<file path="config.mk">
export PLATFORM = sky130hd
export DESIGN_NAME = irq_flag_ctrl
export DESIGN_NICKNAME = d
export VERILOG_FILES = /design/src/rtl/irqf_pkg.sv /design/src/rtl/irqf_flag_bank.sv /design/src/rtl/irqf_dma_gate.sv /design/src/rtl/irqf_arbiter.sv /design/src/rtl/irq_flag_ctrl.sv
export SDC_FILE = /design/constraint.sdc
export NUM_CORES = 1
export LEC_CHECK = 0
export ABC_CLOCK_PERIOD_IN_PS = 18050
export CORE_MARGIN = 2
export CORE_UTILIZATION = 45
export CTS_BUF_LIST = sky130_fd_sc_hd__clkbuf_4
export CTS_CLUSTER_DIAMETER = 40
export CTS_CLUSTER_SIZE = 40
export DETAILED_ROUTE_END_ITERATION = 10
export GPL_ROUTABILITY_DRIVEN = 0
export PLACE_DENSITY = 0.79
export SYNTH_ARGS = -nofsm -noshare
export SYNTH_HDL_FRONTEND = slang
export SYNTH_SLANG_ARGS = --single-unit
</file>
<file path="constraint.sdc">
create_clock -name clk -period 18.05 [get_ports clk]
set_input_delay 2.7075 -clock clk [delete_from_list [all_inputs] [get_ports clk]]
set_output_delay 2.7075 -clock clk [all_outputs]
set_load 0.01 [all_outputs]
</file>
<file path="src/rtl/irqf_pkg.sv">
// Package: shared layout constants and source-to-register mapping for
// the interrupt flag controller. Assumes at most 8 port and 2 key sources.
package irqf_pkg;
    localparam int DATA_W       = 8;  // register width
    localparam int ADDR_W       = 1;  // two flag registers
    localparam int LO_PORTS     = 4;  // ports shown in register 0
    localparam int HI_PORT_BIT0 = 2;  // first bit of upper ports in register 1
    localparam int KEY_BIT0     = 4;  // first key bit in register 0
    localparam int NGRP         = 3;  // level groups: low ports, high ports, keys

    // Register index holding source i (ports first, then keys).
    function automatic int src_reg(int i, int np);
        return (i < LO_PORTS || i >= np) ? 0 : 1;
    endfunction

    // Bit position of source i inside its register.
    function automatic int src_bit(int i, int np);
        if (i < LO_PORTS) return i;
        if (i < np)       return i - LO_PORTS + HI_PORT_BIT0;
        return KEY_BIT0 + (i - np);
    endfunction

    // Level group of source i.
    function automatic int src_grp(int i, int np);
        if (i < LO_PORTS) return 0;
        if (i < np)       return 1;
        return 2;
    endfunction
endpackage

</file>
<file path="src/rtl/irqf_flag_bank.sv">
// Flag bank: one flag per source, set by trigger pulses, written by
// software under one of two conventions, read back combinationally.
// Assumes triggers are one-cycle pulses; a set beats a clear.
module irqf_flag_bank
    import irqf_pkg::*;
#(
    parameter int NUM_PORT = 8,
    parameter int NSRC     = 10
) (
    input  logic              clk,
    input  logic              rst_n,
    input  logic [NSRC-1:0]   trig,
    input  logic              wr_en,
    input  logic [ADDR_W-1:0] wr_addr,
    input  logic [DATA_W-1:0] wr_data,
    input  logic              rst_only,
    input  logic [ADDR_W-1:0] rd_addr,
    output logic [DATA_W-1:0] rd_data,
    output logic [NSRC-1:0]   flag
);
    logic [NSRC-1:0]   flag_q;
    logic [NSRC-1:0]   sw_next;
    logic [NSRC-1:0]   flag_d;
    logic [DATA_W-1:0] rd_part [NSRC];
    logic              unused_wr_bits;

    // Mark write data as consumed; unmapped bits are ignored by design.
    assign unused_wr_bits = ^wr_data;

    for (genvar i = 0; i < NSRC; i++) begin : g_src
        localparam int REG_IDX = src_reg(i, NUM_PORT);
        localparam int BIT_IDX = src_bit(i, NUM_PORT);
        logic hit;
        logic val;

        // Decode whether this write touches source i, and its bit value.
        assign hit = wr_en && (int'(wr_addr) == REG_IDX);
        assign val = wr_data[BIT_IDX];

        // Apply the selected write convention to this flag.
        always_comb begin
            if (!hit)          sw_next[i] = flag_q[i];
            else if (rst_only) sw_next[i] = flag_q[i] & ~val;
            else               sw_next[i] = val;
        end

        // Place the flag at its read position when its register is addressed.
        assign rd_part[i] = (int'(rd_addr) == REG_IDX)
                          ? (DATA_W'(flag_q[i]) << BIT_IDX) : '0;
    end

    // Trigger set overrides any software clear in the same cycle.
    assign flag_d = sw_next | trig;

    // Flag register with synchronous reset to cleared.
    always_ff @(posedge clk) begin
        if (!rst_n) flag_q <= '0;
        else        flag_q <= flag_d;
    end

    // Merge the per-source read contributions.
    always_comb begin
        rd_data = '0;
        for (int i = 0; i < NSRC; i++) rd_data = rd_data | rd_part[i];
    end

    assign flag = flag_q;

    // A trigger always leaves its flag set on the next cycle.
    assert_trig_sets_R1: assert property (@(posedge clk) disable iff (!rst_n)
        (trig != '0) |=> ((flag_q & $past(trig)) == $past(trig)));

    // With no write strobe, no flag falls.
    assert_hw_never_clears_R9: assert property (@(posedge clk) disable iff (!rst_n)
        !wr_en |=> (($past(flag_q) & ~flag_q) == '0));

    // In reset-only mode a write never raises a flag by itself.
    assert_ro_no_set_R3: assert property (@(posedge clk) disable iff (!rst_n)
        (wr_en && rst_only && trig == '0) |=> ((flag_q & ~$past(flag_q)) == '0));
endmodule

</file>
<file path="src/rtl/irqf_dma_gate.sv">
// DMA gate: for sources steered to DMA, drives a DMA request while the
// flag is set and the transfer is pending, and releases the source to
// CPU arbitration once the completion pulse has been seen.
// Assumes the completion pulse is one cycle long.
module irqf_dma_gate #(
    parameter int NSRC = 10
) (
    input  logic            clk,
    input  logic            rst_n,
    input  logic [NSRC-1:0] flag,
    input  logic [NSRC-1:0] trig,
    input  logic [NSRC-1:0] src_en,
    input  logic [NSRC-1:0] route,
    input  logic [NSRC-1:0] dma_done,
    output logic [NSRC-1:0] dma_req,
    output logic [NSRC-1:0] elig
);
    logic [NSRC-1:0] done_q;

    // Remember completed transfers; a new trigger or a cleared flag forgets.
    always_ff @(posedge clk) begin
        if (!rst_n) done_q <= '0;
        else        done_q <= (done_q | (dma_done & route & flag)) & ~trig & flag;
    end

    // Pending transfer request per routed source.
    assign dma_req = flag & route & ~done_q;

    // A source may compete for the CPU when enabled and not awaiting DMA.
    assign elig = flag & src_en & (~route | done_q);

    // A freshly triggered routed source cannot compete on the next cycle.
    assert_dma_holds_cpu_R8: assert property (@(posedge clk) disable iff (!rst_n)
        ((trig & route) != '0) |=> ((elig & $past(trig & route)) == '0));
endmodule

</file>
<file path="src/rtl/irqf_arbiter.sv">
// Arbiter: picks the eligible source with the highest level, breaking
// ties toward the lowest index. Purely combinational.
module irqf_arbiter #(
    parameter int NSRC  = 10,
    parameter int LVL_W = 3,
    parameter int ID_W  = 4
) (
    input  logic             clk,
    input  logic             rst_n,
    input  logic [NSRC-1:0]  elig,
    input  logic [LVL_W-1:0] lvl [NSRC],
    output logic             found,
    output logic [ID_W-1:0]  best_id,
    output logic [LVL_W-1:0] best_lvl
);
    // Scan upward; only a strictly higher level replaces the holder.
    always_comb begin
        found    = 1'b0;
        best_id  = '0;
        best_lvl = '0;
        for (int i = 0; i < NSRC; i++) begin
            if (elig[i] && (!found || lvl[i] > best_lvl)) begin
                found    = 1'b1;
                best_id  = ID_W'(i);
                best_lvl = lvl[i];
            end
        end
    end

    // The winner is always an eligible source carrying the reported level.
    assert_pick_valid_R7: assert property (@(posedge clk) disable iff (!rst_n)
        found |-> (elig[best_id] && lvl[best_id] == best_lvl));

    // Nothing is reported when nothing is eligible.
    assert_none_found_R7: assert property (@(posedge clk) disable iff (!rst_n)
        (elig == '0) |-> !found);
endmodule

</file>
<file path="src/rtl/irq_flag_ctrl.sv">
// Top: interrupt flag and request controller. Holds per-source flags,
// applies DMA steering, arbitrates by group level and gates the result
// with the CPU enable and level. Assumes configuration inputs are static
// relative to each request they shape.
module irq_flag_ctrl
    import irqf_pkg::*;
#(
    parameter int NUM_PORT = 8,
    parameter int NUM_KEY  = 2,
    parameter int LVL_W    = 3,
    localparam int NSRC    = NUM_PORT + NUM_KEY,
    localparam int ID_W    = $clog2(NSRC)
) (
    input  logic                  clk,
    input  logic                  rst_n,
    input  logic [NSRC-1:0]       trig_i,
    input  logic                  wr_en_i,
    input  logic [ADDR_W-1:0]     wr_addr_i,
    input  logic [DATA_W-1:0]     wr_data_i,
    input  logic [ADDR_W-1:0]     rd_addr_i,
    output logic [DATA_W-1:0]     rd_data_o,
    input  logic                  rst_only_i,
    input  logic [NSRC-1:0]       src_en_i,
    input  logic [NGRP*LVL_W-1:0] grp_lvl_i,
    input  logic [NSRC-1:0]       dma_route_i,
    input  logic [NSRC-1:0]       dma_done_i,
    input  logic                  cpu_ie_i,
    input  logic [LVL_W-1:0]      cpu_lvl_i,
    output logic                  irq_o,
    output logic [ID_W-1:0]       irq_id_o,
    output logic [LVL_W-1:0]      irq_lvl_o,
    output logic [NSRC-1:0]       dma_req_o
);
    logic [NSRC-1:0]  flag;
    logic [NSRC-1:0]  elig;
    logic [LVL_W-1:0] src_lvl [NSRC];
    logic             found;
    logic [ID_W-1:0]  best_id;
    logic [LVL_W-1:0] best_lvl;

    irqf_flag_bank #(.NUM_PORT(NUM_PORT), .NSRC(NSRC)) u_flags (
        .clk      (clk),
        .rst_n    (rst_n),
        .trig     (trig_i),
        .wr_en    (wr_en_i),
        .wr_addr  (wr_addr_i),
        .wr_data  (wr_data_i),
        .rst_only (rst_only_i),
        .rd_addr  (rd_addr_i),
        .rd_data  (rd_data_o),
        .flag     (flag)
    );

    irqf_dma_gate #(.NSRC(NSRC)) u_dma (
        .clk      (clk),
        .rst_n    (rst_n),
        .flag     (flag),
        .trig     (trig_i),
        .src_en   (src_en_i),
        .route    (dma_route_i),
        .dma_done (dma_done_i),
        .dma_req  (dma_req_o),
        .elig     (elig)
    );

    // Give every source the level of its group.
    for (genvar i = 0; i < NSRC; i++) begin : g_lvl
        localparam int GRP = src_grp(i, NUM_PORT);
        assign src_lvl[i] = grp_lvl_i[GRP*LVL_W +: LVL_W];
    end

    irqf_arbiter #(.NSRC(NSRC), .LVL_W(LVL_W), .ID_W(ID_W)) u_arb (
        .clk      (clk),
        .rst_n    (rst_n),
        .elig     (elig),
        .lvl      (src_lvl),
        .found    (found),
        .best_id  (best_id),
        .best_lvl (best_lvl)
    );

    // Gate the winner with the CPU enable and strict level comparison.
    always_comb begin
        irq_o     = cpu_ie_i && found && (best_lvl > cpu_lvl_i);
        irq_id_o  = irq_o ? best_id  : '0;
        irq_lvl_o = irq_o ? best_lvl : '0;
    end

    // A request needs the global enable, an enabled source and a higher level.
    assert_irq_gate_R6: assert property (@(posedge clk) disable iff (!rst_n)
        irq_o |-> (cpu_ie_i && src_en_i[irq_id_o] && flag[irq_id_o]
                   && irq_lvl_o > cpu_lvl_i));

    // A source still waiting for its transfer never wins the CPU.
    assert_no_cpu_while_dma_R8: assert property (@(posedge clk) disable iff (!rst_n)
        irq_o |-> !dma_req_o[irq_id_o]);

    // Outputs are quiet in the first cycle after reset.
    assert_reset_quiet_R10: assert property (@(posedge clk)
        $rose(rst_n) |-> (!irq_o && dma_req_o == '0));
endmodule

</file>
==> results of run 1 <==
==> state kept, by name, indices dropped and copies added (netlist names) <==
signal / cells
u_dma.done_q: 10
u_flags.flag: 10
==> cell type report <==
cell class	instances	area [sq um]
Clock buffer	3	22.5
Fill cell	468	1550
Inverter	22	82.6
Multi-Input combinational cell	267	1780
Sequential cell	20	400
Tap cell	67	83.8
Timing Repair Buffer	90	896
==> cell families (layout without fill, tap and decap cells) <==
kind of cell | count (synthesis) | in the layout
and+or+nand+nor | 121 | 121
AOI/OAI and AO/OA | 106 | 106
buffers and inverters | 28 | 115
adders and majority gates | 27 | 27
DFF | 20 | 20
muxes | 11 | 11
other | 1 | 2
==> power by group through the flow <==
stage          Sequential [mW]  Clock, mW  Combinational [mW]
6_report                0.0483     0.0207              0.0822
5_1_grt                 0.0486     0.0229              0.0929
4_1_cts                 0.0483     0.0212              0.0825
3_5_place_dp            0.0493          0              0.0821
3_3_place_gp            0.0492          0              0.0800
2_1_floorplan           0.0486          0              0.0491
==> metal layers <==
metal,wire length (um),share of wire,global-route usage
met1,2920,0.47,0.305
met2,2900,0.47,0.381
met3,352,0.057,0.0304
met4,51,0.0082,0.0546
met5,0,0,0
==> worst max-delay path: cells and delay by family <==
kind,cells,cell delay (ns)
AOI/OAI and AO/OA,25,5.36
adders and majority gates,7,1.93
buffers and inverters,5,1.43
muxes,4,1.24
and+or+nand+nor,11,1.31
==> cells in the final DEF, fill, tap and decap left out, types with 3 or more instances in the layout <==
cell | Yosys | routed
nor3_1 | 10 | 10
nand3b_1 | 3 | 3
clkdlybuf4s50_1 | 0 | 88
nand2_1 | 30 | 30
and3_1 | 6 | 6
o211ai_1 | 3 | 3
o21a_1 | 4 | 4
mux2_2 | 3 | 3
nand2b_1 | 10 | 10
a21boi_0 | 10 | 10
and2_1 | 9 | 9
mux2i_1 | 8 | 8
inv_1 | 22 | 22
dfxtp_1 | 20 | 20
nor2b_1 | 12 | 12
o21ai_0 | 24 | 24
a32oi_1 | 5 | 5
nor2_1 | 21 | 21
ha_1 | 27 | 27
a21oi_1 | 38 | 38
nand3_1 | 13 | 13
clkbuf_4 | 0 | 3
==> final timing paths <==
kind / start / endpoint / cells after the start
worst max-delay path: dma_route_i[0] / irq_lvl_o[2] / 52
worst min register to register: u_flags.flag[8]$_SDFF_PN0_ / u_dma.done_q[8]$_SDFF_PN0_ / 2
worst max register to register: u_flags.flag[4]$_SDFF_PN0_ / u_flags.flag[4]$_SDFF_PN0_ / 2
worst min-delay path: u_flags.flag[8]$_SDFF_PN0_ / u_dma.done_q[8]$_SDFF_PN0_ / 2
==> synthesized netlist by cell type (2+ instances only) <==
cell	n	area, sq um
a211oi_1	2	15.0
nor3_1	10	50.1
and3_1	6	37.5
mux2i_1	8	80.1
inv_1	22	82.6
a21o_1	2	15.0
o21a_1	4	30.0
nor2b_1	12	75.1
mux2_2	3	33.8
buf_4	2	15.0
and2_1	9	56.3
a21oi_1	38	190
and2_4	2	17.5
o211ai_1	3	22.5
a32oi_1	5	43.8
a21boi_0	10	75.1
ha_1	27	338
nand3_1	13	65.1
dfxtp_1	20	400
o21ai_0	24	120
nand3b_1	3	22.5
nor2_1	21	78.8
clkbuf_1	3	11.3
nand2_1	30	113
nand2b_1	10	62.6
==> stage by stage <==
stage	total power [mW]	utilization	cell area, sq um	worst slack, ns	hold WS, ns
floorplan	0.0978	-	2300	3.32	0.432
global placement	0.129	0.673	3240	1.61	0.458
detailed placement	0.131	0.673	3240	1.43	0.462
CTS	0.152	0.677	3260	1.41	0.479
global route	0.164	0.677	3260	0.327	0.502
finish	0.151	0.677	3260	1.34	0.474
==> metrics.md, run 1 <==
| Metric | Value |
|---|---|
| CP Data Required Time | 15.34 ns |
| Tmin final | 16.71 ns |
| P per Cell Area | ~46 nW/um^2 |
| Core area | 4820 sq um |
| Worst Tran Pin Value | 0.656 ns |
| Status | completed |
| Most frequent CP cell | ha_1 |
| Via count | 2499 |
| Post_cts resized | 0 |
| Cell Area, Synth | 2290 sq um |
| Combinational power share | 0.544 |
| Vias in the first global route | 2325 |
| Layout Cells excl Fill | 469 |
| Clock root buffer | clkbuf_4 |
| Setup TNS | 0 ns |
| Register bit total from synthesis | 20 |
| Crit path kind | input port to primary output |
| Final period utilization | 0.926 |
| Syn Inst Count | 314 |
| Min-delay worst type | register to register |
| Clock Power Share | 0.137 |
| Post-synthesis sequential area ratio | 0.174 |
| Drt first pass iters | 4 |
| # rows | 25 |
| Clock sink total | 20 |
| Slew Viols, Final | 0 |
| Startpoint Class | input port |
| Wire per inst | 13.3 um |
| DP Wirelength | 5220 um |
| Post-Synth Adder-Cell Area | 0.147 |
| Clock skew | 0.00153 ns |
| Slowest stage cell on the critical path | clkdlybuf4s50_1 |
| CTS buffer count | 3 |
| Worst path max stage delay | 0.55 ns |
| R2R Setup Slk | 17.28 ns |
| MaxCap Viol Count | 0 |
| Post-route ant nets | 0 |
| Antenna Cells | 0 |
| Max Fclk | around 0.06 GHz |
| GR Overflow Total | 0 |
| Die height | 75.4 um |
| Setup Buffers After CTS | 0 |
| EDFF count, synth | 0 |
| Largest family of logic cells by synthesized area | compound AO/OA/AOI/OAI gates |
| Post-Synth Simple-Gate Area | 0.271 |
| DR vias/cell | roughly 5.3 |
| XOR/XNOR share of the synthesized area | 0 |
| Switching power | 0.0546 mW |
| Worst vdd ir | 35.9 uV |
| Detailed-route DRC error count | 0 |
| Clk slew on worst S/H paths | 0.11 ns |
| Longest Clk Path Bufs | 2 |
| Sequential Power Share | 0.319 |
| Die width | between 70 and 80 um |
| Int Pwr | approximately 0.097 mW |
| Placed Cells | 466 |
| DIE AREA | 5690 sq um |
| Multiplexer area fraction after synthesis | 0.0496 |
| First-pass GRT wire length | 10300 um |
| Slew headroom | 0.562 |
| Io pins | 93 |
| Yosys cell types | 50 |
| P&R area growth vs syn | 42.2% |
| Post-Syn Area per Cell | 7.31 sq um |
| P_leak | 1.32 nW |
| Switch share | 0.361 |
| Largest net degree at the start of global routing | 21 |
| Starting Density | 0.476 |
| GRT Util Overall | 0.226 |
| Post-synthesis async set-or-reset flop share | 0 |
| Iter 0 DRT Violations | around 100 |
| Syn. warnings | 0 |
| Layout cells sized above 1 | 0.0522 |
| DRT Wirelength | roughly 6200 um |
| Port Buffers | 88 |
| RSZ-0062 raised after global routing | false |
| Critical Path Sink Type | primary output |
| Synth Flop Type | dfxtp_1 |
| Initial antenna violation count | 0 |
| CP Data Arrival Time | 14.01 ns |
| CP max FO | 9 |
| Final Hold Viols | 0 |
| # setup viols final | 0 |
| H-tree depth | 1 |
| Hold buffers post-CTS | 0 |
| Layout Nets | about 500 |
| Post-synthesis compound-gate area fraction | 0.304 |
| CTS tree | done |
| Worst-Skew Late Latency | 0.29 ns |
(Power assumes the default switching activity.)
==> run 2, diff against run 1 <==
CORE_UTILIZATION = 47   (was 45)
CTS_BUF_LIST = default   (was sky130_fd_sc_hd__clkbuf_4)
SYNTH_HIERARCHICAL = 1   (was default)
==> metrics.md, run 2 <==
| Metric | Value |
|---|---|
| DRT Wirelength | 9550 um (+53%) |
| Worst Tran Pin Value | 0.706 ns (+0.0504 ns) |
| P per Cell Area | 50.8 nW/um^2 (+9.7%) |
| Iter 0 DRT Violations | 182 (+78%) |
| Clock sink total | 20 (unchanged) |
| Worst vdd ir | 41.3 uV (+15%) |
| Worst r2r dst | u_flags/flag[3]$_SDFF_PN0_ |
| CTS tree | done |
| CP Data Required Time | 15.34 ns (about the same) |
| Top cells by count, synth | 38 x a21oi_1, 32 x inv_1, 29 x ha_1 |
| Final Util | 0.805 (+0.128) |
| Syn. warnings | 6 (+6) |
| Top Family by Delay on Critical Path | compound AO/OA/AOI/OAI gates |
| P&R area growth vs syn | 66.4% |
| # rows | 27 (+8.0%) |
| Longest Clk Path Bufs | 2 (unchanged) |
| Clock root buffer | clkbuf_8 |
| DIE AREA | 6290 sq um (+11%) |
| Drt first pass iters | 5 (+1) |
| DR vias/cell | 5.79 (+8.6%) |
| GRT Util Overall | 0.246 (+0.0207) |
| Post-synthesis async set-or-reset flop share | 0 (unchanged) |
| Clk slew on worst S/H paths | 0.07 ns (-0.04 ns) |
| H-tree depth | 1 (unchanged) |
| Core area | 5510 sq um (+14%) |
| Worst R2R Start | u_flags/flag[3]$_SDFF_PN0_ |
| Most common cell after layout, fill and taps aside | clkdlybuf4s50_1 |
| Layout Cells excl Fill | 566 (+21%) |
| Slew headroom | 0.528 (-0.0343) |
| Starting Density | 0.484 (+0.00762) |
| Bufs and invs on worst path | 8 (+3) |
| DP Wirelength | 6360 um (+22%) |
| Setup WS pre-CTS | -0.815 ns (-2.25 ns) |
| Register bit total from synthesis | 20 (unchanged) |
| MaxCap Viol Count | 0 (unchanged) |
| Crit path kind | input port to primary output |
| Status | finished with violations |
| Tmin final | 18.13 ns (+1.42 ns) |
| Antenna Cells | 0 (unchanged) |
| Wire per inst | 16.9 um (+27%) |
| Initial antenna violation count | 0 (unchanged) |
| Post-synthesis sequential area ratio | 0.150 (-0.0242) |
| Failing checks | negative setup slack |
| Hold path cells | 2 (unchanged) |
| Count leader, synth | a21oi_1 |
| Port Buffers | 88 (unchanged) |
| CP Data Arrival Time | 15.42 ns (+1.41 ns) |
| Vias in the first global route | 3085 (+33%) |
| Min-delay worst type | register to register |
| # setup viols final | 8 (+8) |
| Hold endpoint | u_dma/done_q[7]$_SDFF_PN0_ |
| Die height | 79.3 um (+5.2%) |
| Die width | 79.3 um (+5.2%) |
| Layout cells sized above 1 | 0.348 (+0.296) |
| Placed Cells | 550 (+18%) |
| Yosys cell types | 55 (+10%) |
| Via count | 3276 (+31%) |
| Setup TNS | -0.354 ns (-0.354 ns) |
| P_leak | 1.92 nW (+45%) |
| Post-route ant nets | 0 (unchanged) |
| Largest net degree at the start of global routing | 21 (unchanged) |
| Io pins | 93 (unchanged) |
| Hold Crit Start | u_flags/flag[7]$_SDFF_PN0_ |
| Startpoint Class | input port |
| Worst-Skew Late Latency | 0.25 ns (-0.04 ns) |
| Worst path max stage delay | 0.58 ns (+0.03 ns) |
| Total power | 0.225 mW (+49%) |
| First-pass GRT wire length | 12800 um (+24%) |
| CP max FO | 8 (-1) |
| Slew Viols, Final | 0 (unchanged) |
| Clock skew | 0.000681 ns (-0.000853 ns) |
| Slowest stage cell on the critical path | clkdlybuf4s50_1 |
| Post-Syn Area per Cell | 7.77 sq um (+6.3%) |
| Worst Setup Slack, final | -0.0803 ns (-1.42 ns) |
| Cell Area, Synth | 2670 sq um (+16%) |
| Max Fclk | 0.0552 GHz (-7.8%) |
| CTS buffer count | 3 (unchanged) |
| Most frequent cells in the layout | 77 x clkdlybuf4s50_1, 62 x buf_4, 31 x inv_1 |
| Synth Flop Type | dfxtp_1 |
| Final Hold Viols | 0 (unchanged) |
| GR Overflow Total | 0 (unchanged) |
| Top cells by area, synth | dfxtp_1 15%, ha_1 14%, a21oi_1 7.1% |
| Yosys top cell area share | 0.150 (-0.0242) |
| Biggest area consumer among synthesized cells | dfxtp_1 |
| Detailed-route DRC error count | 0 (unchanged) |
| Final period utilization | 1.00 (+0.0784) |
| EDFF count, synth | 0 (unchanged) |
| Syn Inst Count | 343 (+9.2%) |
| Reg2Reg Depth | 2 (unchanged) |
| Layout Nets | 592 (+19%) |
| R2R Setup Slk | 17.32 ns (+0.04 ns) |
| Critical Path Sink Type | primary output |
run 2: changes by cell type in the layout (fill, tap and decap cells not counted), moves of 10 or more:
cell,previous run,this run
a21boi_0,10,0
a21oi_1,38,27
buf_4,2,62
clkdlybuf4s50_1,88,77
nor3_2,0,11
run 2: area by class of cell:
cell class | instances | area [sq um]
Clock buffer | 3 | 41.3
Tap cell | 72 | 90.1
Timing Repair Buffer | 153 | 1350
Multi-Input combinational cell | 286 | 2430
Inverter | 32 | 120
Fill cell | 359 | 1070
Sequential cell | 20 | 400
run 2: power breakdown:
group          leakage, nW  internal, mW  total [mW]  switching (mW)
Sequential           0.165        0.0462      0.0484         0.00224
Clock               0.0216        0.0148      0.0287          0.0139
Combinational         1.74        0.0760       0.148          0.0722
Total                 1.92         0.137       0.225          0.0883
run 2: through the flow:
| stage | hold slack, ns | instance area, sq um |
|---|---|---|
| floorplan | 0.455 | 2670 |
| global placement | 0.474 | 3970 |
| detailed placement | 0.485 | 3970 |
| CTS | 0.495 | 4090 |
| global route | 0.513 | 4430 |
| finish | 0.495 | 4430 |
run 2: kinds of logic after synthesis:
logic type | share of synthesized area
mux | 0.0380
fa+ha+maj | 0.136
flops | 0.150
compound gates | 0.301
other cells | 0.00141
buf+inv | 0.0662
simple gates | 0.307
run 2: what timing repair did:
| action | in CTS | in global routing |
|---|---|---|
| resized for setup | 36 | 66 |
| buffers inserted | 3 | 10 |
| hold buffers | 0 | 0 |
| pin swaps | 11 | 58 |
| endpoints found under the setup margin | 8 | 8 |
| hold endpoints to repair | 0 | 0 |
run 2: worst max path at each step:
stage                   start           to  cells after the start
2_1_floorplan  dma_route_i[0]  irq_id_o[0]                     67
3_5_place_dp   dma_route_i[0]  irq_id_o[1]                     69
3_3_place_gp   dma_route_i[0]  irq_id_o[2]                     69
4_1_cts        dma_route_i[0]  irq_id_o[0]                     70
5_1_grt          grp_lvl_i[1]  irq_id_o[1]                     70
6_report         grp_lvl_i[1]  irq_id_o[1]                     66
run 2: routing by layer:
layer,global-route usage,vias up,share of wire
met5,0,-,0
met4,0.0638,0,0.033
met3,0.0318,38,0.068
met2,0.466,156,0.50
met1,0.289,1532,0.40
li1,-,1550,-
run 2: worst min-delay path, stage by stage, from the launching register on:
cell and delay (ns):
dfxtp_1 0.34, nand2_1 0.08, nor3_2 0.04
==> run 3, diff against run 2 <==
--- a/config.mk
+++ b/config.mk
@@ -6,6 +6,5 @@
 export NUM_CORES = 1
 export LEC_CHECK = 0
-export ABC_CLOCK_PERIOD_IN_PS = 18050
-export CORE_MARGIN = 2
+export ABC_CLOCK_PERIOD_IN_PS = 18100
 export CORE_UTILIZATION = 47
 export CTS_CLUSTER_DIAMETER = 40
==> constraint.sdc (replaced) <==
create_clock -name clk -period 18.1 [get_ports clk]
set_input_delay 4.525 -clock clk [delete_from_list [all_inputs] [get_ports clk]]
set_output_delay 4.525 -clock clk [all_outputs]
set_load 0.01 [all_outputs]
==> metrics.md, run 3 (same netlist as run 2, synthesis figures left out) <==
| Metric | Value |
|---|---|
| DIE AREA | 5980 sq um (-5.0%) |
| H-tree depth | 1 (unchanged) |
| Worst Tran Pin Value | 0.674 ns (-0.0319 ns) |
| Hold endpoint | u_dma/done_q[8]$_SDFF_PN0_ |
| Initial antenna violation count | 0 (unchanged) |
| Layout cells sized above 1 | 0.444 (+0.0954) |
| Routed met3 length | 1810 um (+180%) |
| GR Overflow Total | 0 (unchanged) |
| Most common cell after layout, fill and taps aside | buf_4 |
| Clk slew on worst S/H paths | 0.07 ns (about the same) |
| Critical Path Sink Type | primary output |
| Failing checks | negative setup slack |
| Met1 Routed Length | 4570 um (+21%) |
| Metal2 WL | 6390 um (+33%) |
| Die width | 77.3 um (-2.5%) |
| Post-route ant nets | 0 (unchanged) |
| DRT Wirelength | 14100 um (+48%) |
| Hold buffers post-CTS | 0 (unchanged) |
| Detailed-route DRC error count | 0 (unchanged) |
| Bufs and invs on worst path | 11 (+3) |
| Worst Setup Slack, final | -4.32 ns (-4.24 ns) |
| Io pins | 93 (unchanged) |
| Slowest stage cell on the critical path | nor4b_4 |
| CP Data Arrival Time | 17.90 ns (+2.48 ns) |
| Worst R2R Start | u_flags/flag[7]$_SDFF_PN0_ |
| P_leak | 2.20 nW (+14%) |
| Crit path kind | input port to primary output |
| Startpoint Class | input port |
| P&R area growth vs syn | 87.9% |
| GRT Util Overall | 0.323 (+0.0767) |
| Antenna Cells | 0 (unchanged) |
| RSZ-0062 raised after global routing | true |
| Setup WS pre-CTS | -4.19 ns (-3.38 ns) |
| Worst vdd ir | 53.1 uV (+29%) |
| CP Data Required Time | 13.57 ns (-1.77 ns) |
| Port Buffers | 88 (unchanged) |
| Worst path max stage delay | 0.42 ns (-0.16 ns) |
| Most frequent CP cell | a21oi_2 |
| Final period utilization | 1.24 |
| Wire per inst | 23.4 um (+39%) |
| Longest Clk Path Bufs | 2 (unchanged) |
| Reg2Reg Depth | 2 (unchanged) |
| Largest net degree at the start of global routing | 21 (unchanged) |
| Clock root buffer | clkbuf_8 |
| Clock sink total | 20 (unchanged) |
| Vias in the first global route | 3522 (+14%) |
| Drt first pass iters | 6 (+1) |
| Worst r2r dst | u_flags/flag[7]$_SDFF_PN0_ |
| Total power | 0.295 mW (+31%) |
| Top Family by Delay on Critical Path | compound AO/OA/AOI/OAI gates |
| Final instance area | 5010 sq um (+13%) |
| Final Hold Viols | 0 (unchanged) |
| Hold Crit Start | u_flags/flag[8]$_SDFF_PN0_ |
| Core area | 5470 sq um (-0.61%) |
| Starting Density | 0.487 (+0.00299) |
| Iter 0 DRT Violations | 385 (+110%) |
| Status | finished with violations |
| # rows | 27 (unchanged) |
| Die height | 77.3 um (-2.5%) |
| Most frequent cells in the layout | 88 x buf_4, 75 x clkdlybuf4s50_1, 29 x inv_1 |
| Slew Viols, Final | 0 (unchanged) |
| Min-delay worst type | register to register |
| MaxCap Viol Count | 0 (unchanged) |
| Setup TNS | -33.56 ns (-33.20 ns) |
| Slew headroom | 0.549 (+0.0213) |
| CTS tree | done |
| Worst-Skew Late Latency | 0.26 ns (about the same) |
| Post-DP Area | 4180 sq um (+5.1%) |
| R2R Setup Slk | 17.21 ns (-0.11 ns) |
| Via count | 3997 (+22%) |
| Max Fclk | approximately 0.045 GHz |
| CTS buffer count | 3 (unchanged) |
| P per Cell Area | 58.9 nW/um^2 (+16%) |
| Top Metal Used | met4 |
| DR vias/cell | 6.62 (+14%) |
| # setup viols final | 8 (unchanged) |
| Clock skew | 0.00156 ns (+0.000875 ns) |
| Layout Nets | 629 (+6.3%) |
| First-pass GRT wire length | 15800 um (+23%) |
| CP max FO | 6 (-2) |
| Hold path cells | 2 (unchanged) |
| DP Wirelength | 6510 um (+2.2%) |
| Tmin final | 22.42 ns |
[run 3: cell count changes in the layout (fill, tap and decap cells not counted), moves of 4 or more]
cell,delta
buf_4,+26
buf_6,+11
ha_1,-6
clkbuf_2,-4
nor3b_2,-6
ha_4,+6
buf_2,+6
nor3b_4,+6
nand2_1,-5
[run 3: what timing repair did]
action / in CTS / in global routing
pin swaps: 65 / 71
setup buffers: 33 / 18
setup endpoints to repair: 8 / 8
resized for setup: 81 / 51
[run 3: per-stage QoR]
step,std cells,hold WS [ns],util
finish,604,0.498,0.915
global route,604,0.513,0.915
CTS,588,0.494,0.842
detailed placement,551,0.483,0.763
global placement,551,0.477,0.763
floorplan,344,0.455,-
[run 3: worst max path at each step]
stage / from / to / cells past startpoint
2_1_floorplan: dma_route_i[0] / irq_id_o[1] / 66
3_3_place_gp: dma_route_i[0] / irq_lvl_o[1] / 66
3_5_place_dp: dma_route_i[0] / irq_lvl_o[2] / 66
4_1_cts: dma_route_i[0] / irq_lvl_o[2] / 68
5_1_grt: dma_route_i[0] / irq_id_o[3] / 73
6_report: dma_route_i[0] / irq_id_o[3] / 71
[run 3: cell type report]
cell class,count,area (sq um)
flip-flops and latches,20,400
well taps,72,90.1
fillers,227,464
inverters,32,120
multi-input cells,286,2690
clock buffers,4,55.1
repair buffers,190,1660
[run 3: routing by layer]
layer	global-route usage	vias up
met5	0	-
met4	0.119	0
met2	0.608	387
met3	0.0464	161
li1	-	1634
met1	0.361	1815
[run 3: worst min-delay path: stages, from the launching register on]
cell and delay (ns):
dfxtp_1 0.34, nand2_1 0.08, nor3_2 0.03
[run 3: where the power goes]
group / switching [mW] / internal, mW / total (mW)
Combinational: 0.105 / 0.108 / 0.212
Sequential: 0.00234 / 0.0460 / 0.0484
Clock: 0.0152 / 0.0194 / 0.0345
